File: src/rtl/busfn_pkg.sv
// Shared types and function codes for the serial bus function decoder.
// Assumes byte-wide transfers from an upstream byte layer.
package busfn_pkg;

    localparam int BYTE_W = 8;

    localparam logic [3:0] CODE_ALERT = 4'b0001;
    localparam logic [3:0] CODE_LIMIT = 4'b1001;
    localparam logic [3:0] CODE_MEM   = 4'b1010;
    localparam logic [3:0] CODE_CFG   = 4'b1011;

    typedef enum logic [1:0] {
        FN_ALERT = 2'd0,
        FN_LIMIT = 2'd1,
        FN_MEM   = 2'd2,
        FN_CFG   = 2'd3
    } fn_e;

    typedef enum logic [2:0] {
        ST_IDLE  = 3'd0,
        ST_ADDR  = 3'd1,
        ST_WADDR = 3'd2,
        ST_WDATA = 3'd3,
        ST_RDATA = 3'd4,
        ST_ALERT = 3'd5
    } st_e;

endpackage

File: src/rtl/busfn_decode.sv
// First-byte decoder: checks the function code and the device address
// against the strap pins, and reports whether the byte is accepted and
// which function space it opens. Purely combinational.
module busfn_decode
    import busfn_pkg::*;
#(
    parameter int STRAP_W = 3
) (
    input  logic [BYTE_W-1:0]  addr_byte,
    input  logic [STRAP_W-1:0] strap,
    input  logic               alert_pending,
    output logic               accept,
    output fn_e                space
);

    logic [3:0] code;
    logic       dev_match;

    assign code      = addr_byte[BYTE_W-1 -: 4];
    assign dev_match = (addr_byte[STRAP_W:1] == strap);

    // Map the function code to a space and an accept decision.
    always_comb begin
        accept = 1'b0;
        space  = FN_MEM;
        unique case (code)
            CODE_ALERT: begin
                space  = FN_ALERT;
                accept = addr_byte[0] && alert_pending;
            end
            CODE_LIMIT: begin
                space  = FN_LIMIT;
                accept = dev_match;
            end
            CODE_MEM: begin
                space  = FN_MEM;
                accept = dev_match;
            end
            CODE_CFG: begin
                space  = FN_CFG;
                accept = dev_match;
            end
            default: begin
                space  = FN_MEM;
                accept = 1'b0;
            end
        endcase
    end

endmodule

File: src/rtl/busfn_mem.sv
// Word storage array with one synchronous write port and one
// asynchronous read port. Contents are not reset.
module busfn_mem
    import busfn_pkg::*;
#(
    parameter int DEPTH = 128,
    localparam int AW   = $clog2(DEPTH)
) (
    input  logic              clk,
    input  logic              we,
    input  logic [AW-1:0]     waddr,
    input  logic [BYTE_W-1:0] wdata,
    input  logic [AW-1:0]     raddr,
    output logic [BYTE_W-1:0] rdata
);

    logic [BYTE_W-1:0] store [DEPTH];

    // Store one word on a write strobe.
    always_ff @(posedge clk) begin
        if (we) begin
            store[waddr] <= wdata;
        end
    end

    assign rdata = store[raddr];

endmodule

File: src/rtl/busfn_ctrl.sv
// Transaction sequencer: tracks the session state, the word pointer,
// the pending alert and the acknowledge. It assumes start, stop,
// rx_valid and tx_taken come as separate single-cycle strobes.
// DEPTH must be a power of two.
module busfn_ctrl
    import busfn_pkg::*;
#(
    parameter int         STRAP_W   = 3,
    parameter int         MEM_DEPTH = 128,
    parameter logic [3:0] ID_CODE   = 4'b1011,
    localparam int        MEM_AW    = $clog2(MEM_DEPTH)
) (
    input  logic               clk,
    input  logic               rst_n,
    input  logic               en_n,
    input  logic [STRAP_W-1:0] strap,
    input  logic               alert_set,
    input  logic               bus_start,
    input  logic               bus_stop,
    input  logic               rx_valid,
    input  logic [BYTE_W-1:0]  rx_byte,
    input  logic               tx_taken,
    input  logic               dec_accept,
    input  fn_e                dec_space,
    input  logic [BYTE_W-1:0]  mem_rdata,
    input  logic [BYTE_W-1:0]  ext_rdata,
    output logic               alert_pending,
    output logic               ack,
    output logic [BYTE_W-1:0]  tx_byte,
    output logic [BYTE_W-1:0]  ptr,
    output logic               mem_we,
    output logic               ext_space,
    output logic               ext_we,
    output logic               ext_re
);

    st_e               st;
    fn_e               space;
    logic [BYTE_W-1:0] ptr_next;
    logic              rx_ok;
    logic              tx_ok;
    logic              is_ext;

    assign rx_ok  = !en_n && !bus_start && !bus_stop && rx_valid;
    assign tx_ok  = !en_n && !bus_start && !bus_stop && !rx_valid && tx_taken;
    assign is_ext = (space == FN_LIMIT) || (space == FN_CFG);

    // Next pointer: storage wraps at its depth, registers at 8 bits.
    always_comb begin
        if (space == FN_MEM && ptr[MEM_AW-1:0] == MEM_AW'(MEM_DEPTH - 1)) begin
            ptr_next = '0;
        end else begin
            ptr_next = ptr + BYTE_W'(1);
        end
    end

    // Session state, pointer, acknowledge and alert flag.
    always_ff @(posedge clk) begin
        if (!rst_n) begin
            st            <= ST_IDLE;
            space         <= FN_MEM;
            ptr           <= '0;
            ack           <= 1'b0;
            alert_pending <= 1'b0;
        end else begin
            ack <= 1'b0;
            if (en_n) begin
                st <= ST_IDLE;
            end else if (bus_start) begin
                st <= ST_ADDR;
            end else if (bus_stop) begin
                st <= ST_IDLE;
            end else if (rx_valid) begin
                unique case (st)
                    ST_ADDR: begin
                        if (dec_accept) begin
                            ack   <= 1'b1;
                            space <= dec_space;
                            if (dec_space == FN_ALERT) begin
                                st <= ST_ALERT;
                            end else if (rx_byte[0]) begin
                                st <= ST_RDATA;
                            end else begin
                                st <= ST_WADDR;
                            end
                        end else begin
                            st <= ST_IDLE;
                        end
                    end
                    ST_WADDR: begin
                        ack <= 1'b1;
                        st  <= ST_WDATA;
                        if (space == FN_MEM) begin
                            ptr <= BYTE_W'(rx_byte[MEM_AW-1:0]);
                        end else begin
                            ptr <= rx_byte;
                        end
                    end
                    ST_WDATA: begin
                        ack <= 1'b1;
                        ptr <= ptr_next;
                    end
                    default: begin
                    end
                endcase
            end else if (tx_taken) begin
                if (st == ST_RDATA) begin
                    ptr <= ptr_next;
                end else if (st == ST_ALERT) begin
                    alert_pending <= 1'b0;
                    st            <= ST_IDLE;
                end
            end
            if (alert_set) begin
                alert_pending <= 1'b1;
            end
        end
    end

    // Write and read strobes toward storage and the register port.
    always_comb begin
        mem_we = rx_ok && (st == ST_WDATA) && (space == FN_MEM);
        ext_we = rx_ok && (st == ST_WDATA) && is_ext;
        ext_re = tx_ok && (st == ST_RDATA) && is_ext;
    end

    assign ext_space = (space == FN_CFG);

    // Transmit byte source for the current session.
    always_comb begin
        if (st == ST_RDATA) begin
            tx_byte = is_ext ? ext_rdata : mem_rdata;
        end else if (st == ST_ALERT) begin
            tx_byte = {ID_CODE, strap, 1'b0};
        end else begin
            tx_byte = '1;
        end
    end

endmodule

File: src/rtl/busfn_router.sv
// Top level of the serial bus function decoder: joins the first-byte
// decoder, the transaction sequencer and the word storage array.
// Assumes a byte layer upstream that supplies single-cycle strobes.
module busfn_router
    import busfn_pkg::*;
#(
    parameter int         STRAP_W   = 3,
    parameter int         MEM_DEPTH = 128,
    parameter logic [3:0] ID_CODE   = 4'b1011,
    localparam int        MEM_AW    = $clog2(MEM_DEPTH)
) (
    input  logic               clk,
    input  logic               rst_n,
    input  logic               en_n,
    input  logic [STRAP_W-1:0] strap,
    input  logic               alert_set,
    input  logic               bus_start,
    input  logic               bus_stop,
    input  logic               rx_valid,
    input  logic [7:0]         rx_byte,
    output logic               ack,
    input  logic               tx_taken,
    output logic [7:0]         tx_byte,
    output logic               alert_n,
    output logic               ext_space,
    output logic [7:0]         ext_addr,
    output logic [7:0]         ext_wdata,
    output logic               ext_we,
    output logic               ext_re,
    input  logic [7:0]         ext_rdata
);

    logic              dec_accept;
    fn_e               dec_space;
    logic              alert_pending;
    logic [BYTE_W-1:0] ptr;
    logic              mem_we;
    logic [BYTE_W-1:0] mem_rdata;

    busfn_decode #(.STRAP_W(STRAP_W)) i_decode (
        .addr_byte     (rx_byte),
        .strap         (strap),
        .alert_pending (alert_pending),
        .accept        (dec_accept),
        .space         (dec_space)
    );

    busfn_ctrl #(
        .STRAP_W   (STRAP_W),
        .MEM_DEPTH (MEM_DEPTH),
        .ID_CODE   (ID_CODE)
    ) i_ctrl (
        .clk           (clk),
        .rst_n         (rst_n),
        .en_n          (en_n),
        .strap         (strap),
        .alert_set     (alert_set),
        .bus_start     (bus_start),
        .bus_stop      (bus_stop),
        .rx_valid      (rx_valid),
        .rx_byte       (rx_byte),
        .tx_taken      (tx_taken),
        .dec_accept    (dec_accept),
        .dec_space     (dec_space),
        .mem_rdata     (mem_rdata),
        .ext_rdata     (ext_rdata),
        .alert_pending (alert_pending),
        .ack           (ack),
        .tx_byte       (tx_byte),
        .ptr           (ptr),
        .mem_we        (mem_we),
        .ext_space     (ext_space),
        .ext_we        (ext_we),
        .ext_re        (ext_re)
    );

    busfn_mem #(.DEPTH(MEM_DEPTH)) i_mem (
        .clk   (clk),
        .we    (mem_we),
        .waddr (ptr[MEM_AW-1:0]),
        .wdata (rx_byte),
        .raddr (ptr[MEM_AW-1:0]),
        .rdata (mem_rdata)
    );

    assign alert_n   = !alert_pending;
    assign ext_addr  = ptr;
    assign ext_wdata = rx_byte;

endmodule

File: config.mk
export PLATFORM = sky130hd
export DESIGN_NAME = busfn_router
export DESIGN_NICKNAME = d
export VERILOG_FILES = /design/src/rtl/busfn_pkg.sv /design/src/rtl/busfn_decode.sv /design/src/rtl/busfn_mem.sv /design/src/rtl/busfn_ctrl.sv /design/src/rtl/busfn_router.sv
export SDC_FILE = /design/constraint.sdc
export NUM_CORES = 1
export LEC_CHECK = 0
export BUFFER_PORTS_ARGS = -buffer_cell sky130_fd_sc_hd__clkbuf_2
export CAP_MARGIN = 40
export CORE_UTILIZATION = 40
export DETAILED_ROUTE_END_ITERATION = 8
export PLACE_DENSITY = 0.55
export REMOVE_ABC_BUFFERS = 1
export SLEW_MARGIN = 20
export SYNTH_ARGS = -nofsm -noshare
export SYNTH_HDL_FRONTEND = slang
export SYNTH_SLANG_ARGS = --single-unit
File: constraint.sdc
create_clock -name clk -period 3.2 [get_ports clk]
set_clock_uncertainty 0.15 [all_clocks]
set_input_delay 0.8 -clock clk [delete_from_list [all_inputs] [get_ports clk]]
set_output_delay 0.8 -clock clk [all_outputs]
set_load 0.1 [all_outputs]
; Word-level counts from Yosys, hierarchy flattened
; Memory sizes are Yosys's and may differ from the RTL's. A register that Yosys moved wholly into a read port is not among the register bits.
; Cells that the tools add are included.
[word_totals]
register_bits = 15
mem_bits_rw = 1024
input_bits = 27
output_inout_bits = 29
word_cells = 108
memories = 1
[classes]
addsub = 1
n_eq_ne = 24
muxes = 35
n_bitwise = 5
reduce_logical = 36
[memory_table]
columns = name, depth, word_bits, rd, rd_clocked_by_memory_dff, write_ports, line
row1 = i_mem.store, 128, 8, 1, 1, 1, busfn_mem.sv:17  ; logic [BYTE_W-1:0] store [DEPTH];
[ops]
columns = operator, count
row1 = $mux 8, 7
row2 = $mux 3, 7
row3 = $mux 7, 3
row4 = $pmux 8 s2, 1
row5 = $mux 1, 13
row6 = $eq 4x4->1 const B, 3
row7 = $logic_and 1x1->1, 12
row8 = $reduce_and 6->1, 2
row9 = $ne 2x2->1 const B, 5
row10 = $reduce_bool 2->1, 5
row11 = $add 8x1->8 const B, 1
row12 = $reduce_and 4->1, 2
row13 = $reduce_bool 4->1, 2
row14 = $eq 7x7->1 const B, 1
row15 = $reduce_and 7->1, 1
row16 = $eq 3x2->1 const B, 2
row17 = $eq 3x3->1 const B, 2
row18 = $ne 3x1->1 const B, 2
row19 = $pmux 2 s3, 1
row20 = $pmux 3 s2, 1
row21 = $logic_not 1->1, 5
row22 = $ne 5x3->1 const B, 1
row23 = $not 1->1, 5
row24 = $reduce_or 5->1, 1
row25 = other kinds (13), 16

; Depth between registers and ports, before layout
; Gate-level depths: netlist (run 1).
[depth]
ltp_word = 9
mapped_depth = 11

; Modules after synthesis
; From an unflattened synthesis (run 1), not the netlist that was laid out.
[hier_totals]
cells_unflattened = 1796
area_unflattened_um2 = 40822.9
[modules_own_cells]
columns = module, n_inst, cells_each, area_each_um2, seq_area_each_um2
row1 = busfn_mem, 1, 1627, 39505.4, 30749.5
row2 = busfn_ctrl, 1, 149, 1178.6, 300.3
row3 = busfn_decode, 1, 11, 75.1, 0.0
row4 = busfn_router, 1, 9, 63.8, 0.0

; Least setup slack after synthesis (run 1)
; No wires, ideal clock.
[synth_path]
path_type = reg2out
from = register with a tool-made name
to = output port tx_byte[6]
arrival_ns = 4.841
required_time_ns = 2.250
slack_ns = -2.591
path_stages_with_launch = 12
path_buffers = 5
path_cell_list = dfxtp_1 -> buf_4 -> buf_6 -> buf_4 -> buf_6 -> inv_1 -> buf_2 -> nand2_1 -> o22ai_1 -> a2111oi_0 -> nor3_1 -> o41ai_1
[synth_lines]
columns = element, line
row1 = "end, declared", busfn_router.sv:23  ; output logic [7:0] tx_byte,

==> results.sh, run 1 <==
export IMPL_cts_made_buffers=106
export IMPL_min_to="i_ctrl.st[0]"
export IMPL_yosys_warnings=0
export IMPL_vias=21900
export IMPL_synth_edf_count=1024
export IMPL_dr_pass1_iters=5
export IMPL_min_from="en_n"
export IMPL_critPathBufInv=4
export IMPL_worst_path_max_delay_cell="mux4_2"
export IMPL_synth_compound_area_share_pct=2.83
export IMPL_yosys_cell_types_count=57
export IMPL_hold_class="in2reg"
export IMPL_htree_levels=3
export IMPL_die_height_um=323
export IMPL_synth_top_family_by_area="multiplexers"
export IMPL_final_cells=3927
export IMPL_grt_max_degree=132
export IMPL_clock_latency_ps=700
export IMPL_synth_seq_cells=1046
export IMPL_cts_tree="yes"
export IMPL_avgSynthCellArea_sq_um=20.6
export IMPL_grt_pass1_wl_um=160000
export IMPL_synth_simple_gate_area_share_pct=3.68
export IMPL_hold_depth=2
export IMPL_p_leak_nw=16.3
export IMPL_portBuffers=55
export IMPL_path_cells="buf_12 > bufbuf_16 > mux4_2 > mux4_2 > a22oi_2 > a31oi_4 > nor4_4 > buf_4 > nor2_2 > buf_12"
export IMPL_worst_ep_required_time_ps=2250
export IMPL_startpoint_type="register"
export IMPL_die_w_um=323
export IMPL_core_area_sq_mm=0.102
export IMPL_synthMuxAreaShare_pct=15.9
export IMPL_layout_cells_most_common="edfxtp_1"
export IMPL_start_util_pct=40.4
export IMPL_finalHoldViolCount=0
export IMPL_final_cell_mix="1024 x edfxtp_1, 367 x buf_4, 268 x mux4_2, 156 x nor2_1, 109 x clkbuf_16"
export IMPL_viasPerCell=5.57
export IMPL_root_buffer="clkbuf_16"
export IMPL_n_fill_cell=8246
export IMPL_clock_sinks=1046
export IMPL_rows=117
export IMPL_grt_overflow_total=0
export IMPL_slew_violations=0
export IMPL_n_antenna_cell=0
export IMPL_fin_crit_ps=4450
export IMPL_syn_to_final_growth_pct=23.8
export IMPL_relSlewSlack_pct=39.8
export IMPL_utilization_pct=50.0
export IMPL_slowest_delay_ps=540
export IMPL_seq_area_frac_synth_pct=75.8
export IMPL_fmax_mhz=225
export IMPL_nNetsFinal=2505
export IMPL_maxCapViolCount=0
export IMPL_place_hpwl_um=72000
export IMPL_powerDensity_mw_per_mm2=535
export IMPL_cp_end_kind="output pin"
export IMPL_reg2reg_slack_ps=590
export IMPL_dp_cells=3690
export IMPL_cts_buffer_depth=3
export IMPL_netlist_instances=1996
export IMPL_dr_first_iter_drc_count=2234
export IMPL_cts_clk_slew_worst_paths_ps=60
export IMPL_grt_pass1_vias=22300
export IMPL_outcome="finished, violations left"
export IMPL_preCtsSetupSlack_ps=-1200
export IMPL_path_max_fanout=6
export IMPL_ir_worst_vdd_v=0.000450
export IMPL_regToRegEndpoint="i_mem.store[1][3]"
export IMPL_wl_um=111000
export IMPL_syn_area_sq_mm=0.0412
export IMPL_grt_antenna_before_repair=0
export IMPL_violations="setup timing"
export IMPL_synth_top_flop_cell="edfxtp_1"
export IMPL_track_usage_pct=21.7
export IMPL_hold_buffers=0
export IMPL_synth_adder_area_share_pct=0.0304
export IMPL_setup_ws_ps=-1250
export IMPL_routabilityCongestion=0.842
export IMPL_arrival_ps=3500
export IMPL_r2r_cells=8
export IMPL_drive_above_1_share_pct=39.7
export IMPL_drc_errors=0
export IMPL_io_pins=56
export IMPL_ant_nets=0
export IMPL_critPathTopFamily="multiplexers"
export IMPL_tightestPinTransition_ps=894
export IMPL_finalSetupViolCount=8
export IMPL_synth_async_reset_ratio_pct=0
export IMPL_rsz0062_at_grt="true"
export IMPL_crit_type="reg2out"
export IMPL_synth_xor_area_share_pct=0.0638
export IMPL_min_period_over_period_pct=139
export IMPL_die_area_sq_mm=0.104
export IMPL_wl_per_cell_um=28.4
export IMPL_r2r_start="i_ctrl.st[2]"
-- what timing repair did --
action	4_1_cts	5_1_grt
resized for setup	118	73
gates cloned	7	1
pin swaps	27	29
buffers inserted	26	19
endpoints found under the setup margin	8	8
hold endpoints to repair	0	0
-- cell families after synthesis --
| logic type | after synthesis |
|---|---|
| buf+inv | 129 |
| simple gates | 331 |
| flops | 1046 |
| compound gates | 167 |
| mux | 319 |
| fa+ha+maj | 1 |
| xor+xnor | 3 |
-- worst max path at each step --
| stage | startpoint | end | depth (start not counted) |
|---|---|---|---|
| finish | register | tx_byte[4] | 10 |
| global route | register | tx_byte[4] | 10 |
| CTS | register | tx_byte[4] | 12 |
| detailed placement | register | tx_byte[1] | 10 |
| global placement | register | tx_byte[1] | 9 |
| floorplan | register | tx_byte[0] | 6 |
-- per-stage QoR --
stage	hold slack (ps)	instance area [sq um]	total power, mW	setup TNS, ps
after floorplan	342	40500	15.4	-83500
after global routing	162	51000	28.0	-10260
after CTS	130	50400	27.5	-10330
after global placement	357	46100	15.7	-7040
final	161	51000	27.3	-9630
after detailed placement	408	46100	15.7	-6990
-- power breakdown --
group	leakage [nW]	switching (mW)	internal [mW]
combinational	5.28	0.314	0.0558
sequential	9.38	0.000747	15.0
clock	1.61	5.10	6.79
total	16.3	5.41	21.9
-- cell usage after synthesis (3+ instances only) --
| master | instances | area (sq um) |
|---|---|---|
| o22ai_1 | 5 | 31.3 |
| and3_1 | 4 | 25.0 |
| o31ai_1 | 5 | 37.5 |
| a211oi_1 | 24 | 180 |
| a21boi_0 | 5 | 37.5 |
| nor2b_1 | 25 | 156 |
| nand2b_1 | 5 | 31.3 |
| buf_6 | 9 | 101 |
| nand3b_1 | 3 | 22.5 |
| inv_1 | 9 | 33.8 |
| a21oi_1 | 30 | 150 |
| nor2_1 | 160 | 601 |
| mux2i_1 | 36 | 360 |
| buf_1 | 5 | 18.8 |
| nor3_1 | 6 | 30.0 |
| o21ai_0 | 18 | 90.1 |
| edfxtp_1 | 1024 | 30700 |
| a311oi_1 | 5 | 43.8 |
| o41ai_1 | 4 | 35.0 |
| nand2_1 | 63 | 236 |
| and2_1 | 15 | 93.8 |
| a2111oi_0 | 4 | 35.0 |
| buf_4 | 31 | 233 |
| a22oi_1 | 31 | 233 |
| clkbuf_1 | 49 | 184 |
| a221oi_1 | 7 | 61.3 |
| buf_2 | 25 | 125 |
| mux4_2 | 268 | 6040 |
| mux2_2 | 15 | 169 |
| and2_0 | 4 | 25.0 |
| nor4_1 | 9 | 56.3 |
| or3_1 | 6 | 37.5 |
| o221ai_1 | 5 | 43.8 |
| dfxtp_1 | 22 | 440 |
| nor3b_1 | 6 | 45.0 |
| a31oi_1 | 9 | 56.3 |
| nand3_1 | 17 | 85.1 |
-- flip-flops by register name, summed over array words and instances (netlist names), named ones only --
name / flops
i_ctrl.st: 3
i_ctrl.ack: 1
i_ctrl.ptr: 8
i_mem.store: 1024
i_ctrl.space: 2
i_ctrl.alert_pending: 1
-- worst reg2reg max path, cell delays in order (launching register included) --
cell	delay, ps
dfxtp_1	370
nor2b_1	200
and3_1	230
nand2_1	110
buf_12	160
or3_1	430
buf_4	230
nor2_1	200
buf_4	220
-- per-layer routing --
| layer | GRT usage (%) | share of wire, % | vias up |
|---|---|---|---|
| met1 | 30.7 | 43 | 11700 |
| li1 | - | - | 9249 |
| met2 | 34.8 | 48 | 800 |
| met4 | 5.48 | 1.9 | 0 |
| met3 | 3.73 | 7.0 | 125 |
| met5 | 0 | 0 | - |
-- layout make-up --
class,count,area (sq um),area share [%]
Sequential cell,1046,31200,61.2
Multi-Input combinational cell,821,10100,19.7
Timing Repair Buffer,492,4640,9.11
Clock buffer,129,2780,5.46
Tap cell,1368,1710,3.36
Clock inverter,61,515,1.01
Inverter,10,37.5,0.0737
(Power assumes the default switching activity.)
==> inputs of run 2 (changes only) <==
Settings changed: PLACE_DENSITY 0.55 to not set, RECOVER_POWER set to 25.
==> results.sh, run 2 (same netlist as run 1, synthesis figures left out) <==
export IMPL_reg2reg_slack_ps=450
export IMPL_dr_first_iter_drc_count=2487
export IMPL_p_leak_nw=16.1
export IMPL_utilization_pct=49.5
export IMPL_fin_area_sq_mm=0.0505
export IMPL_cts_clk_slew_worst_paths_ps=60
export IMPL_startpoint_type="register"
export IMPL_viasPerCell=5.67
export IMPL_grt_pass1_vias=22700
export IMPL_power_total_mw=26.8
export IMPL_crit_type="reg2out"
export IMPL_start_util_pct=40.4
export IMPL_cts_buffer_depth=3
export IMPL_largest_reg_flops=1024
export IMPL_n_antenna_cell=0
export IMPL_maxCapViolCount=4
export IMPL_slew_violations=425
export IMPL_finalHoldViolCount=0
export IMPL_dr_pass1_iters=6
export IMPL_die_area_sq_mm=0.104
export IMPL_arrival_ps=3590
export IMPL_cp_end_kind="output pin"
export IMPL_portBuffers=55
export IMPL_ir_worst_vdd_v=0.000610
export IMPL_final_cell_mix="1024 x edfxtp_1, 359 x buf_4, 268 x mux4_2, 157 x nor2_1, 108 x clkbuf_16"
export IMPL_hold_class="in2reg"
export IMPL_relSlewSlack_pct=-77.8
export IMPL_layout_cells_most_common="edfxtp_1"
export IMPL_fin_crit_ps=4540
export IMPL_fmax_mhz=220
export IMPL_grt_overflow_total=0
export IMPL_tightestPinTransition_ps=2670
export IMPL_r2r_cells=7
export IMPL_outcome="finished, violations left"
export IMPL_regToRegEndpoint="i_mem.store[46][1]"
export IMPL_place_hpwl_um=71600
export IMPL_drive_above_1_share_pct=38.7
export IMPL_path_max_fanout=8
export IMPL_htree_levels=3
export IMPL_die_w_um=323
export IMPL_place_area_sq_mm=0.0460
export IMPL_largestRegisters="i_mem.store (1024), i_ctrl.ptr (8), i_ctrl.st (3)"
export IMPL_syn_to_final_growth_pct=22.6
export IMPL_min_period_over_period_pct=142
export IMPL_root_buffer="clkbuf_16"
export IMPL_core_area_sq_mm=0.102
export IMPL_vias=22300
export IMPL_drc_errors=0
export IMPL_grt_antenna_before_repair=2
export IMPL_setup_ws_ps=-1340
export IMPL_endpoint="tx_byte[2]"
export IMPL_worst_hold_slack_ps=185
export IMPL_die_height_um=323
export IMPL_wl_per_cell_um=28.4
export IMPL_finalSetupViolCount=41
export IMPL_final_cells=3927
export IMPL_io_pins=56
export IMPL_rows=117
export IMPL_r2r_start="i_ctrl.st[2]"
export IMPL_dp_cells=3680
export IMPL_ant_nets=0
export IMPL_clock_latency_ps=670
export IMPL_cts_made_buffers=104
export IMPL_track_usage_pct=21.6
export IMPL_violations="capacitance limit, slew limit, setup timing"
export IMPL_wl_um=111000
export IMPL_regMostFlops="i_mem.store"
export IMPL_worst_ep_required_time_ps=2250
export IMPL_routabilityCongestion=0.892
export IMPL_clock_sinks=1046
export IMPL_cts_tree="yes"
export IMPL_grt_max_degree=132
export IMPL_nNetsFinal=2503
export IMPL_grt_pass1_wl_um=162000
export IMPL_powerDensity_mw_per_mm2=532
export IMPL_rsz0062_at_grt="true"
run 2: cell count changes in the layout (fill, tap and decap cells not counted), moves of 5 or more:
| cell | change |
|---|---|
| buf_4 | -8 |
| a211oi_1 | +5 |
| buf_8 | +6 |
| nand2_1 | +5 |
| o21ai_1 | -5 |
| mux2_4 | -5 |
| mux2_2 | +5 |
| clkinv_1 | -5 |
| clkbuf_1 | +16 |
| buf_6 | -5 |
| buf_12 | -9 |
run 2: metal layers:
layer,track usage (%),share of wire (%)
met4,6.65,2.8
met3,3.88,8.8
met1,30.4,41
met2,34.4,48
met5,0,0.017
run 2: worst min path at each step:
stage	depth (start not counted)	from	end	slack, ps
finish	2	en_n	i_ctrl.st[0]	190
global route	2	en_n	i_ctrl.st[0]	210
CTS	2	en_n	i_ctrl.st[0]	160
detailed placement	2	i_ctrl.space[1]	i_ctrl.space[1]	360
global placement	2	i_ctrl.space[1]	i_ctrl.space[1]	360
floorplan	2	i_ctrl.space[1]	i_ctrl.space[1]	340
run 2: power breakdown:
part	leakage (nW)	internal [mW]	switching, mW
combinational	5.14	0.0393	0.314
sequential	9.38	15.0	0.000805
clock	1.53	6.38	5.05
run 2: repair_timing:
item                       4_1_cts  5_1_grt
gates resized for setup         64      101
pin swaps                       12       31
cloned                           3        2
hold buffers                     0        0
setup endpoints to repair        8        8
setup buffers                   29       29
run 2: worst max-delay path: stages (launching register included):
cell and delay (ps):
dfxtp_4 400, buf_12 170, buf_16 180, buf_12 130
clkbuf_16 150, mux4_2 530, mux4_2 470, nor2b_1 180
o31ai_2 280, a21oi_2 110, buf_4 150, buf_12 160
run 2: cell type report:
type | instances | area [sq um]
flip-flops and latches | 1046 | 31200
clock inverters | 58 | 399
clock buffers | 132 | 2750
multi-input cells | 821 | 9860
repair buffers | 492 | 4490
fillers | 8295 | 51400
inverters | 10 | 37.5
well taps | 1368 | 1710
run 2: stage by stage:
| step | setup TNS, ps | setup slack, ps |
|---|---|---|
| final | -11790 | -1340 |
| after global routing | -25060 | -1370 |
| after CTS | -10560 | -1380 |
| after detailed placement | -17550 | -1200 |
| after global placement | -7760 | -1340 |
| after floorplan | -83500 | -12330 |
